**config.mk**
```make
export PLATFORM = sky130hd
export DESIGN_NAME = bus_handoff
export DESIGN_NICKNAME = d
export VERILOG_FILES = /design/src/rtl/bmh_pkg.sv /design/src/rtl/bmh_grant_sync.sv /design/src/rtl/bmh_master_fsm.sv /design/src/rtl/bmh_wr_pin.sv /design/src/rtl/bus_handoff.sv
export SDC_FILE = /design/constraint.sdc
export NUM_CORES = 1
export LEC_CHECK = 0
export BUFFER_PORTS_ARGS = -buffer_cell sky130_fd_sc_hd__buf_2
export CORE_AREA = 2 2 39 41
export DETAILED_ROUTE_END_ITERATION = 8
export DIE_AREA = 0 0 41 43
export SYNTH_ARGS = -nofsm -noshare
export SYNTH_HDL_FRONTEND = slang
export SYNTH_SLANG_ARGS = --single-unit
export TNS_END_PERCENT = 20
```
**constraint.sdc**
```tcl
create_clock -name clk -period 3.3 [get_ports clk]
set_input_delay 0 -clock clk [delete_from_list [all_inputs] [get_ports clk]]
set_output_delay 0 -clock clk [all_outputs]
set_load 0.02 [all_outputs]
```
**src/rtl/bmh_pkg.sv**
```systemverilog
package bmh_pkg;
  typedef enum logic [1:0] {
    ST_IDLE   = 2'd0,
    ST_REQ    = 2'd1,
    ST_START  = 2'd2,
    ST_MASTER = 2'd3
  } bmh_state_e;

  // Condition under which the wait/ready pin is pulled low
  function automatic logic wr_pull_low(input logic ready_mode, input logic cs,
                                       input logic rd, input logic wr,
                                       input logic iack);
    return ready_mode ? (cs & (rd | wr)) : iack;
  endfunction

  // Edges from bus request to control enable with grant already stable
  function automatic int unsigned master_latency(input int unsigned startup);
    return startup + 1;
  endfunction
endpackage

```
**src/rtl/bmh_grant_sync.sv**
```systemverilog
module bmh_grant_sync #(
  parameter int SYNC_STAGES = 2
) (
  input  logic clk,
  input  logic rst_n,
  input  logic async_in,
  output logic sync_out
);
  logic [SYNC_STAGES-1:0] stage_q;

  generate
    for (genvar i = 0; i < SYNC_STAGES; i++) begin : g_stage
      if (i == 0) begin : g_first
        always_ff @(posedge clk or negedge rst_n) begin
          if (!rst_n) stage_q[0] <= 1'b0;
          else        stage_q[0] <= async_in;
        end
      end else begin : g_rest
        always_ff @(posedge clk or negedge rst_n) begin
          if (!rst_n) stage_q[i] <= 1'b0;
          else        stage_q[i] <= stage_q[i-1];
        end
      end
    end
  endgenerate

  assign sync_out = stage_q[SYNC_STAGES-1];
endmodule

```
**src/rtl/bmh_master_fsm.sv**
```systemverilog
module bmh_master_fsm
  import bmh_pkg::*;
#(
  parameter int STARTUP_CYC = 3,
  localparam int CNT_W = (STARTUP_CYC > 1) ? $clog2(STARTUP_CYC) : 1
) (
  input  logic clk,
  input  logic rst_n,
  input  logic xfer_req,
  input  logic burst_last,
  input  logic gsync,
  output logic bus_req,
  output logic ctl_oe,
  output logic first_sample,
  output logic confirm_ok,
  output logic confirm_fail
);
  localparam logic [CNT_W-1:0] LAST_CNT = CNT_W'(STARTUP_CYC - 1);

  bmh_state_e state_q, state_d;
  logic [CNT_W-1:0] cnt_q, cnt_d;
  logic startup_end;

  assign startup_end  = (state_q == ST_START) && (cnt_q == LAST_CNT);
  assign first_sample = (state_q == ST_REQ) && gsync;
  assign confirm_ok   = startup_end && gsync;
  assign confirm_fail = startup_end && !gsync;

  always_comb begin
    state_d = state_q;
    cnt_d   = cnt_q;
    unique case (state_q)
      ST_IDLE:   if (xfer_req) state_d = ST_REQ;
      ST_REQ:    if (first_sample) begin
                   state_d = ST_START;
                   cnt_d   = '0;
                 end
      ST_START:  if (confirm_ok)        state_d = ST_MASTER;
                 else if (confirm_fail) state_d = ST_REQ;
                 else                   cnt_d   = cnt_q + 1'b1;
      ST_MASTER: if (burst_last) state_d = ST_IDLE;
      default:   state_d = ST_IDLE;
    endcase
  end

  always_ff @(posedge clk or negedge rst_n) begin
    if (!rst_n) begin
      state_q <= ST_IDLE;
      cnt_q   <= '0;
    end else begin
      state_q <= state_d;
      cnt_q   <= cnt_d;
    end
  end

  assign bus_req = (state_q != ST_IDLE);
  assign ctl_oe  = (state_q == ST_MASTER);


  grant_confirmed_chk: assert property (@(posedge clk) disable iff (!rst_n)
    $rose(ctl_oe) |-> $past(gsync));

  req_release_chk: assert property (@(posedge clk) disable iff (!rst_n)
    $fell(bus_req) |-> $fell(ctl_oe));

  ctl_needs_req_chk: assert property (@(posedge clk) disable iff (!rst_n)
    ctl_oe |-> bus_req);

  last_ignored_chk: assert property (@(posedge clk) disable iff (!rst_n)
    (!ctl_oe && bus_req) |=> bus_req);
endmodule

```
**src/rtl/bmh_wr_pin.sv**
```systemverilog
module bmh_wr_pin
  import bmh_pkg::*;
(
  input  logic clk,
  input  logic rst_n,
  input  logic master_now,
  input  logic ready_mode,
  input  logic host_cs,
  input  logic host_rd,
  input  logic host_wr,
  input  logic host_iack,
  output logic wr_pin,
  output logic wr_oe
);
  logic low_cond;
  logic pin_q;

  assign low_cond = wr_pull_low(ready_mode, host_cs, host_rd, host_wr, host_iack);

  always_ff @(posedge clk or negedge rst_n) begin
    if (!rst_n) pin_q <= 1'b1;
    else        pin_q <= master_now | ~low_cond;
  end

  assign wr_pin = pin_q;
  assign wr_oe  = ~master_now;


  pin_rest_chk: assert property (@(posedge clk) disable iff (!rst_n)
    (master_now || !low_cond) |=> wr_pin);

  pin_low_chk: assert property (@(posedge clk) disable iff (!rst_n)
    (!master_now && low_cond) |=> !wr_pin);
endmodule

```
**src/rtl/bus_handoff.sv**
```systemverilog
module bus_handoff
  import bmh_pkg::*;
#(
  parameter int SYNC_STAGES = 2,
  parameter int STARTUP_CYC = 3
) (
  input  logic clk,
  input  logic rst_n,
  input  logic xfer_req,
  input  logic burst_last,
  input  logic grant_in,
  input  logic host_cs,
  input  logic host_rd,
  input  logic host_wr,
  input  logic host_iack,
  input  logic ready_mode,
  output logic bus_req,
  output logic ctl_oe,
  output logic wr_pin,
  output logic wr_oe
);
  logic gsync;
  logic first_sample, confirm_ok, confirm_fail;

  bmh_grant_sync #(.SYNC_STAGES(SYNC_STAGES)) u_sync (
    .clk(clk), .rst_n(rst_n), .async_in(grant_in), .sync_out(gsync)
  );

  bmh_master_fsm #(.STARTUP_CYC(STARTUP_CYC)) u_fsm (
    .clk(clk), .rst_n(rst_n), .xfer_req(xfer_req), .burst_last(burst_last),
    .gsync(gsync), .bus_req(bus_req), .ctl_oe(ctl_oe),
    .first_sample(first_sample), .confirm_ok(confirm_ok),
    .confirm_fail(confirm_fail)
  );

  bmh_wr_pin u_wr (
    .clk(clk), .rst_n(rst_n), .master_now(ctl_oe), .ready_mode(ready_mode),
    .host_cs(host_cs), .host_rd(host_rd), .host_wr(host_wr),
    .host_iack(host_iack), .wr_pin(wr_pin), .wr_oe(wr_oe)
  );


  drive_swap_chk: assert property (@(posedge clk) disable iff (!rst_n)
    wr_oe != ctl_oe);

  fail_no_drive_chk: assert property (@(posedge clk) disable iff (!rst_n)
    confirm_fail |=> (!ctl_oe && bus_req));

  ok_drives_chk: assert property (@(posedge clk) disable iff (!rst_n)
    confirm_ok |=> ctl_oe);

  one_outcome_chk: assert property (@(posedge clk) disable iff (!rst_n)
    $onehot0({first_sample, confirm_ok, confirm_fail}));
endmodule

```
==> summary.md, run 1 <==
The detail route stage leaves a number of antenna-violating nets equal to 0. The max-slew violation count was 0; the delay of the slowest critical-path stage was 0.39 ns. In this run the static leakage power is 0.234 nW. The run finished with clean final reports.

The last weighted congestion value of the routability-driven placer is 0.685, and the count of fill cells added during filler insertion is 145. At the end of the flow the core is filled with cells to 33.7%. The worst hold path belongs to the class input pin to flip-flop.

After floorplanning, the core was divided into 14 placement rows. The final layout contains routed wiring with a total length of 656 um. The clock passes through at most 2 buffers. The switching power as a share of total power works out to 40.4%. The worst path arrival time is 1.39 ns, and the cell area after placement is 410 um2. For the worst setup path, the data required time is 3.45 ns. The run gives 42.9% as the part of the total power dissipated in combinational logic. The count of H-tree levels built during CTS came out at 1.

The final clock period utilization by the worst path was 37.5%. Synthesis inferred 7 register bits. Mapped cell area: 325 um2. The critical-path cell with the highest stage delay is dfrtp_1. The die width is 41 um, and the leftover overflow at the end of global routing is 0. The overall fraction of global-route tracks in use was 9.94%. The worst setup path is launched from a flip-flop. The die area is 0.00176 mm2. The internal power of the cells totals 236 uW. The count of final hold-check violations came out at 0. The worst-case IR drop observed on VDD is 348 uV.

After routing the design area is 467 um2. For this run, the post-layout net count is 66. The share of synthesized area occupied by flip-flops and latches was 54.2%; the power density over the cells was 848 mW/mm2.

Static timing analysis puts the maximum clock frequency at 809 MHz. The post-synthesis net count is 45. The first global-routing pass estimated 1100 um of wire. Walking the worst path, the cells encountered are inv_1 > ha_1 > and2b_2 > a311oi_1. The initial utilization of the core area, before any placement, comes to 23.5%.

The tools report the CTS buffer count as 3. Setup repair after global routing left no endpoint under its margin. Sorting the synthesized cells by area gives the leading types as dfrtp_1 (46%), dfstp_2 (8.1%), inv_1 (5.8%), a21oi_1 (4.6%), nor2_1 (4.6%). Time the final worst path needs with I/O delays and setup: 1.24 ns.

For this design, the sink count on the clock tree is 7. The analysis attributes to net switching a power of 160 uW. Cells with a size suffix above 1 make up 37.0% of the layout. The share of total power dissipated in sequential elements is 37.2%.

The count of buffers from port buffering is 13. The buffer type at the clock tree root is clkbuf_4. The detailed router placed 300 vias in this run. The average footprint of a synthesized cell works out to 9.57 um2.

Kind of capture point of the worst setup path: a flip-flop. Number of hold buffers added after cts: 3. The core region is 0.00138 mm2.

The setup TNS was 0 ns. The initial antenna violation count is 0. For the number of global-route vias before repair, the log shows 309.

The worst setup path is of the flip-flop to flip-flop kind. The cell accounting for the most synthesized area was dfrtp_1. During synthesis, Yosys emitted a total of 0 warnings.

The tools report the max-capacitance violation count as 0. After synthesis, the netlist uses 17 different library cells. After clock tree synthesis, the setup repair step added 0 buffers. The repair_antennas step left the layout with diodes totalling 0. The iteration-0 DRC count of the detailed router is 1.

In the routed design, unresolved DRC markers number 0. For the I/O pin count, the log shows 14. The clock network burns 19.9% of the power.

After clock tree synthesis, the clock-pin slew on the worst setup and hold paths is 0.06 ns. The run gives 0 as the quantity of gates resized following cts. Of all nets on the critical path, the largest fanout is 5.

Dividing the detail-routed via count by the number of cells gives 4.29. TritonCTS built the clock tree. The top cell type by area accounts for 46.2% of the synthesized area. Relative to the synthesized area, the layout overhead comes to 43.5%. Entering global routing, the biggest net connects 9 pins.

Synthesized netlist cell count: 34. The tightest slew margin relative to the limit was 85.1%; the largest clock skew in the final design was 0.00587 ns. For the clock latency of the later-clocked register in the worst-skew pair, the log shows 0.25 ns. Dividing the detail-routed wire length by the instance count gives 9.37 um.

The number of iterations in the first detailed-routing pass is 2, and the floorplan die height is 43 um. The total of endpoints with negative setup slack in the final report was 0; the transition time at the pin with the least slew margin was 0.223 ns.
-- synth_stat cells --
master / count
inv_1: 5
dfrtp_1: 6
o211ai_1: 1
a311oi_1: 1
and2b_2: 1
dfstp_2: 1
ha_1: 1
a21oi_1: 3
nand2_1: 3
o31ai_1: 1
o22ai_1: 1
or2b_2: 1
nand3_1: 1
nor2_1: 4
a211oi_1: 1
o21ai_0: 2
or2_2: 1
-- power by group through the flow --
stage / registers [mW] / logic (mW) / clock network (mW)
floorplan: 0.145 / 0.123 / 0
global placement: 0.148 / 0.167 / 0
detailed placement: 0.149 / 0.169 / 0
CTS: 0.148 / 0.172 / 0.0813
global route: 0.154 / 0.188 / 0.0912
finish: 0.147 / 0.170 / 0.0786
-- logic make-up (layout without fill, tap and decap cells) --
kind of cell | Yosys count | in the layout | share of synthesized area, %
and+or+nand+nor | 11 | 11 | 16.9
AOI/OAI and AO/OA | 10 | 10 | 19.2
DFF | 7 | 7 | 54.2
buffers and inverters | 5 | 25 | 5.77
adders and majority gates | 1 | 1 | 3.85
-- layout make-up --
type | count | area, um2 | area share [%]
Inverter | 5 | 18.8 | 4.02
Sequential cell | 7 | 176 | 37.8
Timing Repair Buffer | 16 | 95.1 | 20.4
Tap cell | 16 | 20.0 | 4.29
Multi-Input combinational cell | 22 | 130 | 27.9
Clock buffer | 4 | 26.3 | 5.63
-- cells in the final DEF, fill, tap and decap left out --
cell type	n
or2b_2	1
a311oi_1	1
o22ai_1	1
nand3_1	1
dlygate4sd3_1	3
o211ai_1	1
nand2_1	3
buf_2	13
o31ai_1	1
dfrtp_1	6
and2b_2	1
inv_1	5
a21oi_1	3
or2_2	1
clkbuf_1	1
nor2_1	4
o21ai_0	2
a211oi_1	1
dfstp_2	1
clkbuf_4	3
ha_1	1
-- path summary, 6_finish.rpt --
check	startpoint	endpoint	slack, ns	depth (start not counted)
worst min-delay path	host_rd	u_wr.wr_pin$_DFF_PN1_	0.02	4
worst max-delay path	u_fsm.cnt_q[0]$_DFFE_PN0P_	u_fsm.cnt_q[1]$_DFFE_PN0P_	2.06	4
min in group asynchronous	rst_n	u_fsm.cnt_q[0]$_DFFE_PN0P_	0.11	2
worst min register to register	u_sync.stage_q[0]$_DFF_PN0_	u_sync.sync_out$_DFF_PN0_	0.35	0
max in group asynchronous	rst_n	u_wr.wr_pin$_DFF_PN1_	2.96	2
worst max register to register	u_fsm.cnt_q[0]$_DFFE_PN0P_	u_fsm.cnt_q[1]$_DFFE_PN0P_	2.06	4
-- stage by stage --
stage / hold slack [ns] / worst slack (ns) / std cells / power [mW]
floorplan: -0.296 / 2.15 / 34 / 0.268
global placement: -0.155 / 2.05 / 63 / 0.315
detailed placement: -0.154 / 2.06 / 63 / 0.318
CTS: 0.0243 / 2.05 / 70 / 0.401
global route: 0.0568 / 1.98 / 70 / 0.433
finish: 0.0188 / 2.06 / 70 / 0.396
-- worst max-delay path: cells and delay by family (launching register included) --
kind | cells | cell delay, ns
AO/OA/AOI/OAI | 1 | 0.27
adder cells (fa/ha/maj) | 1 | 0.16
buffers and inverters | 1 | 0.08
flip-flops | 1 | 0.39
AND/OR/NAND/NOR | 1 | 0.25
-- per-layer routing --
layer / vias up / global-route usage, % / routed length (um)
met5: - / 0 / 0
met4: 0 / 10.0 / 0
met3: 0 / 3.66 / 46
met2: 14 / 12.8 / 300
met1: 131 / 11.6 / 310
li1: 155 / - / -
-- state kept, by name (all words and copies together), names as in the netlist --
signal and cells:
u_fsm.cnt_q 2, u_fsm.state_q 2, u_sync.sync_out 1, u_wr.wr_pin 1, u_sync.stage_q 1
Note: power is estimated with default switching activity, not from simulation.
==> run 2, diff against run 1 <==
--- a/config.mk
+++ b/config.mk
@@ -5,6 +5,7 @@
 export SDC_FILE = /design/constraint.sdc
 export NUM_CORES = 1
 export LEC_CHECK = 0
+export ABC_AREA = 1
 export BUFFER_PORTS_ARGS = -buffer_cell sky130_fd_sc_hd__buf_2
 export CORE_AREA = 2 2 39 41
 export DETAILED_ROUTE_END_ITERATION = 8
==> constraint.sdc (replaced) <==
create_clock -name clk -period 1.15 [get_ports clk]
set_input_delay 0 -clock clk [delete_from_list [all_inputs] [get_ports clk]]
set_output_delay 0 -clock clk [all_outputs]
set_load 0.02 [all_outputs]
==> summary.md, run 2 <==
The layout-stage area growth over the synthesis result works out to 50.3%. In the routed layout, each cell is associated on average with a via count of 4.26. After filler insertion, the fill cell instance count of the layout stands at 145. The tools report the detailed-route wire length as 826 um.

The count of flip-flops with a built-in enable after synthesis came out at 0. For the part of the total power dissipated in the clock network, the log shows 15.8%. The switching power as a share of total power is 44.6%, and the complex-gate fraction of the synthesized area is 9.86%. The tools report the clock latency of the later-clocked register in the worst-skew pair as 0.24 ns.

By area the synthesized netlist is led by dfrtp_1 (41%), nand2_1 (12%), inv_1 (10%), dfstp_2 (7.1%), o21ai_0 (4.1%). The largest clock skew in the final design was 0.00424 ns; the standard cell core area was 0.00138 mm2. Timing would allow up to 918 MHz. In this run, the combinational gates consume 50.7% of the power.

At the end of routability-driven placement, the weighted congestion stood at 0.734. Class of the most critical hold timing path: input pin to flip-flop. Traced cell by cell, the critical path runs through inv_2 > ha_4 > inv_2 > nand3_4 > nand2_2 > o21ai_2 > nand2_1. Time the final worst path needs with I/O delays and setup: 1.09 ns. The synthesized netlist contains 16 unique library cells. OpenSTA, run right after detailed placement, puts the worst setup slack at 0.00130 ns. Among cell families on the critical path, the largest total delay comes from flip-flops. Of the cells placed in the final design, the portion with a size suffix greater than 1 is 44.1%. Length of routed met2 wiring: 478 um. During placement, the flow inserted port buffers numbering 13.

The switching power of the nets was 598 uW; the die width was 41 um. The cell accounting for the most synthesized area was dfrtp_1. The share of synthesized area occupied by flip-flops and latches was 48.0%. The share of synthesized cell area in and, or, nand and nor gates works out to 24.8%. In the final routed layout, each cell accounts on average for 9.83 um. In this run, CTS created clock tree buffers numbering 3. Initial antenna violation count: 0. The max-slew violation count is 0, and the number of rows in the core area is 14. The cell leakage power was 0.292 nW.

During synthesis, Yosys emitted a total of 0 warnings. The routed design uses 40 um of met3 wire. The share of synthesized cell area in full adder, half adder and majority cells is 3.40%, and the count of final hold-check violations is 0. Before antenna repair, the detailed router went through 4 iterations.

The total inserted antenna cells came out at 0. Across the run, the number of max-cap violations was 0. Final clock period utilization by the worst path: 94.8%. The worst path arrival time came out at 1.22 ns. The design draws 1.34 mW. The leftover overflow at the end of global routing was 0; the relative contribution of sequential cells to total power was 33.5%. The library cell used most frequently in the layout, excluding fill and tap cells, is buf_2. The path depth of the worst reg2reg path is 7, and the number of global-route vias before repair is 345.

The most prevalent standard cell on the critical path was inv_2. The iteration-0 DRC count of the detailed router was 2; the area fraction of the dominant cell type after synthesis was 40.8%. The category of the critical setup timing path was flip-flop to flip-flop.

The count of H-tree levels built during CTS came out at 1. The overall fraction of global-route tracks in use is 12.0%. The run gives 0 as the remaining antenna violation count after routing.

The combinational family with the most area after synthesis is simple AND/OR/NAND/NOR gates. The floorplan die height is 43 um, and the initial core utilization is 26.6%. The tools report the total of endpoints with negative setup slack in the final report as 0.

STA classifies the critical path startpoint as a flip-flop. Detailed placement ended at an HPWL of 524 um. A synthesized cell averages 8.00 um2. After synthesis, the share of flip-flops with an asynchronous set or reset is 100%. Number of register bits inferred by synthesis: 7. The power density over the cells is 2430 mW/mm2. Top fanout value on the critical path: 4.

The tools report the mapped cell area as 368 um2. The first global-routing pass estimated 1300 um of wire. After Yosys synthesis, XOR and XNOR cells account for 0% of the synthesized area.

In the synthesized netlist, the cells that appear most often are nand2_1 (12), inv_1 (10), dfrtp_1 (6). The slowest stage of the critical path belongs to the cell dfrtp_1. The final net count is 80. In the routed design, unresolved DRC markers number 0. In the final layout, the registers with the most flip-flops are u_fsm.cnt_q x2, u_fsm.state_q x2. The critical path crosses 7 cells after its start point.

Counting instances, the worst hold path has a depth of 4. Summing all multi-input logic gate instances after layout gives 174 um2. Count of clock tree sinks: 7. Across the VDD grid, the largest voltage drop is 944 uV.

The longest clock path from root to sink contains 2 buffers. Among all flip-flop cells after synthesis, the most frequent one is dfrtp_1. I/O pin count: 14. The top cell types in the final layout, fill and taps aside, are buf_2 (13), nand2_1 (12), inv_1 (8), dlygate4sd3_1 (4), dfrtp_1 (4). The post-synthesis net count was 57; the mux cell area share after synthesis was 2.72%. The detailed router used layers up to and including met4. For this run, the slowest stage of the critical path takes 0.37 ns.

Headroom to the max-slew limit came out at 89.6%. The most common cell in the synthesized netlist is nand2_1. The run gives 0.0602 ns as the slack of the critical path. Data on the critical path is required at its endpoint by 1.28 ns. At the pin with the least slew margin, the transition time is 0.151 ns. Clock-pin slew was measured on the worst setup and hold paths at 0.05 ns. The worst setup path is captured at a flip-flop. The largest net degree at the start of global routing was 8.

The synthesized netlist cell count came out at 46. After detailed routing, the wire length on met1 is 295 um. In the final layout, flip-flops and latches occupy 179 um2.

The run finished with clean final reports. The routed layout has 358 vias. The die covers 0.00176 mm2.

Internal power comes to 745 uW. TritonCTS built the clock tree. The buffer type at the clock tree root was clkbuf_4. The combined buffer and inverter count along the critical path came out at 2.
[run 2: worst paths after layout]
| check | from | endpoint | slack, ns |
|---|---|---|---|
| max in group asynchronous | rst_n | u_wr.wr_pin$_DFF_PN1_ | 0.83 |
| min reg2reg | u_sync.stage_q[0]$_DFF_PN0_ | u_sync.sync_out$_DFF_PN0_ | 0.34 |
| max | u_fsm.cnt_q[0]$_DFFE_PN0P_ | u_fsm.state_q[0]$_DFFE_PN0P_ | 0.06 |
| min in group asynchronous | rst_n | u_fsm.state_q[1]$_DFFE_PN0P_ | 0.10 |
| min | host_rd | u_wr.wr_pin$_DFF_PN1_ | 0.03 |
| max reg2reg | u_fsm.cnt_q[0]$_DFFE_PN0P_ | u_fsm.state_q[0]$_DFFE_PN0P_ | 0.06 |
[run 2: area by class of cell]
| type | instances | area share [%] |
|---|---|---|
| sequential | 7 | 32.4 |
| multi-input combinational | 28 | 31.4 |
| timing repair buffer | 18 | 20.4 |
| inverter | 11 | 7.47 |
| clock buffer | 4 | 4.75 |
| tap | 16 | 3.62 |
[run 2: cell families (layout without fill, tap and decap cells)]
logic type | after synthesis | in the layout
AND/OR/NAND/NOR | 20 | 20
AO/OA/AOI/OAI | 6 | 6
flip-flops | 7 | 7
adder cells (fa/ha/maj) | 1 | 1
buffers and inverters | 11 | 33
multiplexers | 1 | 1
[run 2: routing by layer]
layer	up-vias	track usage (%)
li1	185	-
met5	-	0
met1	160	11.7
met4	0	10.0
met3	2	4.19
met2	11	18.8
[run 2: worst register-to-register path, delay by kind of cell (launching register included)]
family	cells	cell delay [ns]
buffers and inverters	2	0.12
flip-flops	1	0.37
AND/OR/NAND/NOR	3	0.22
adder cells (fa/ha/maj)	1	0.13
AO/OA/AOI/OAI	1	0.14
[run 2: power groups by stage]
stage | sequential [mW] | clock (mW) | combinational [mW]
floorplan | 0.416 | 0 | 0.433
global placement | 0.421 | 0 | 0.579
detailed placement | 0.420 | 0 | 0.581
CTS | 0.420 | 0.222 | 0.598
global route | 0.464 | 0.237 | 0.793
finish | 0.449 | 0.213 | 0.681
[run 2: repair_timing]
| action | CTS | global route |
|---|---|---|
| resized for setup | 2 | 7 |
| pin swaps | 0 | 5 |
| endpoints found under the hold margin | 9 | 0 |
| endpoints found under the setup margin | 1 | 4 |
| hold buffers | 4 | 0 |
| buffers inserted | 0 | 1 |
[run 2: through the flow]
stage               TNS, ns  cells  hold slack (ns)  cell area [um2]  utilization [%]
floorplan                 0     46           -0.296              368                -
detailed placement        0     75           -0.163              453             32.7
global placement          0     75           -0.162              453             32.7
global route        -0.0253     84           0.0623              553             40.0
CTS                       0     83           0.0222              522             37.7
finish                    0     84           0.0322              553             40.0
==> run 3, diff against run 2 <==
--- a/config.mk
+++ b/config.mk
@@ -10,6 +10,7 @@
 export CORE_AREA = 2 2 39 41
 export DETAILED_ROUTE_END_ITERATION = 8
 export DIE_AREA = 0 0 41 43
+export SKIP_CTS_REPAIR_TIMING = 1
 export SYNTH_ARGS = -nofsm -noshare
 export SYNTH_HDL_FRONTEND = slang
 export SYNTH_SLANG_ARGS = --single-unit
==> constraint.sdc (replaced) <==
create_clock -name clk -period 1 [get_ports clk]
set_input_delay 0 -clock clk [delete_from_list [all_inputs] [get_ports clk]]
set_output_delay 0 -clock clk [all_outputs]
set_load 0.02 [all_outputs]
==> summary.md, run 3 (synthesized netlist as in run 2, its figures left out) <==
The count of final hold-check violations was 0; the max-capacitance violation count was 0. Critical-path cell with the highest stage delay: dfrtp_1. The path class of the tightest hold or removal check is input pin to flip-flop. The transition time at the pin with the least slew margin was 0.128 ns.

The standard cell core area is 0.00138 mm2. The tools report the number of global-route vias before repair as 278. The floorplan has 14 rows. The peak ir drop on the vdd network came out at 1250 uV. The total inserted antenna cells was 0. The count of H-tree levels built during CTS is 1. The most prevalent standard cell on the critical path was nand2_1.

After layout, the worst path uses 104% of the clock period. The filler cells instantiated in the layout total 138. The max-slew violation count was 0; the average via count per standard cell was 3.95. The run gives 979 um as the first-pass GRT wire length. For the initial antenna violation count, the log shows 0. The tools report the cell leakage power as 0.292 nW. The worst pin sits at a relative slew slack of 91.2%. The critical path goes through ha_4 > inv_2 > nand3_4 > nand2_2 > nor2_2 > nand2_1 > nand2_1. The final route contains 332 vias. The worst slack after detailed placement came out at -0.0601 ns.

The count of buffers from port buffering was 13. Setup repair after global routing could not meet its margin everywhere. The clock latency of the later-clocked register in the worst-skew pair was 0.24 ns.

For this run, the detailed router's first-pass iteration total came to 2. The setup TNS is -0.121 ns, and the wire length per cell after detailed routing is 7.55 um. Dividing total power by cell area gives a power density of 2750 mW/mm2.

The net count of the finished layout is 80. After layout, the design draws a total of 1.53 mW. The flow ran to the end, but the final reports show violations. Global routing used 8.32% of the available tracks.

The slack of the worst reg-to-reg path is -0.04 ns. For this run, the number of standard cells in the final layout without fillers is 84. The buffer type at the clock tree root was clkbuf_4.

Including well taps, the total number of placed cells is 76. The tools report the count of clock tree sinks as 7. Routability-driven placement finished with a final weighted congestion of 0.670. The wire-length estimate of the detail-placed layout is 503 um. The worst setup path is captured at a flip-flop.

The time the final worst path needs with I/O delays and setup was 1.04 ns; the clock slew seen by the registers of the worst setup and hold paths was 0.05 ns. In this design, the stage delay of the slowest critical-path cell is 0.40 ns. The tools report the deepest clock path buffer count as 2. The total of endpoints with negative setup slack in the final report came out at 6.

The worst setup path is launched from a flip-flop. The library cells used most frequently in the layout, excluding fill and tap cells, are nand2_1 (12), buf_2 (12), inv_1 (8), dlygate4sd3_1 (4), dfrtp_1 (4). TritonCTS created 3 clock buffers. The detail route stage leaves a number of antenna-violating nets equal to 0. Of the cells placed in the final design, the portion with a size suffix greater than 1 is 44.1%. The total overflow left after global routing is 0. The worst setup path is of the flip-flop to flip-flop kind.

Grouping stages by cell kind, the critical path spends the most delay in flip-flops. For this configuration, the core starts out at a cell density of 26.6%. The die area is 0.00176 mm2. For the final database, setup skew stands at 0.000399 ns. In the final layout, the registers with the most flip-flops are u_fsm.cnt_q x2, u_fsm.state_q x2. The combined buffer and inverter count along the critical path was 1; the largest net degree at the start of global routing was 8. Pin placement for this block handled 14 I/O pins. The slack of the critical path came out at -0.0399 ns. The worst path arrival time was 1.17 ns; the iteration-0 DRC count of the detailed router was 10. Cells fill 40.1% of the core in the end. The remaining design rule violation count is 0, and the floorplan die height is 43 um. The detailed-route wire length was 634 um. TritonCTS built the clock tree. Measured along the x axis, the die boundary spans 41 um. The checks that failed: negative setup slack. For this run, the top clock speed supported by timing is 962 MHz. Along the worst path, the maximum fanout reaches 4. Relative to the synthesized area, the layout overhead comes to 50.7%.

The data required time of the critical path was 1.13 ns.
[run 3: final cells by class]
| cell class | instances | area, um2 | share of cell area, % |
|---|---|---|---|
| Inverter | 11 | 41.3 | 7.45 |
| Clock buffer | 4 | 26.3 | 4.74 |
| Tap cell | 16 | 20.0 | 3.61 |
| Sequential cell | 7 | 179 | 32.3 |
| Multi-Input combinational cell | 28 | 173 | 31.2 |
| Timing Repair Buffer | 18 | 115 | 20.8 |
[run 3: report_power, final]
part / leakage, nW / internal (mW) / total [mW] / switching (mW)
Clock: 0.0150 / 0.151 / 0.241 / 0.0901
Combinational: 0.195 / 0.329 / 0.774 / 0.444
Sequential: 0.0818 / 0.397 / 0.510 / 0.113
Total: 0.292 / 0.878 / 1.53 / 0.648
[run 3: final timing paths]
path                                              from                      endpoint  cells after the start
max                         u_fsm.cnt_q[1]$_DFFE_PN0P_  u_fsm.state_q[0]$_DFFE_PN0P_                      7
max reg2reg                 u_fsm.cnt_q[1]$_DFFE_PN0P_  u_fsm.state_q[0]$_DFFE_PN0P_                      7
min reg2reg                u_sync.stage_q[0]$_DFF_PN0_     u_sync.sync_out$_DFF_PN0_                      0
min                                            host_rd         u_wr.wr_pin$_DFF_PN1_                      4
min in group asynchronous                        rst_n    u_fsm.cnt_q[1]$_DFFE_PN0P_                      2
max in group asynchronous                        rst_n         u_wr.wr_pin$_DFF_PN1_                      2
[run 3: stage by stage]
| stage | instance area [um2] | hold WS [ns] |
|---|---|---|
| 6_report | 554 | 0.0291 |
| 5_1_grt | 554 | 0.0370 |
| 4_1_cts | 507 | -0.436 |
| 3_5_place_dp | 480 | -0.165 |
| 3_3_place_gp | 480 | -0.166 |
| 2_1_floorplan | 388 | -0.296 |
[run 3: worst reg2reg max path, stage by stage (launching register included)]
cell and delay, ns:
dfrtp_1 0.40, ha_4 0.18, inv_2 0.06, nand3_4 0.08, nand2_2 0.08, nor2_2 0.04
nand2_1 0.05, nand2_1 0.05
[run 3: per-layer routing]
metal / global-route usage (%) / wire [um] / vias up
met2: 11.3 / 361 / 7
li1: - / - / 183
met5: 0 / 0 / -
met1: 11.3 / 255 / 142
met4: 8.00 / 0 / 0
met3: 0 / 17 / 0
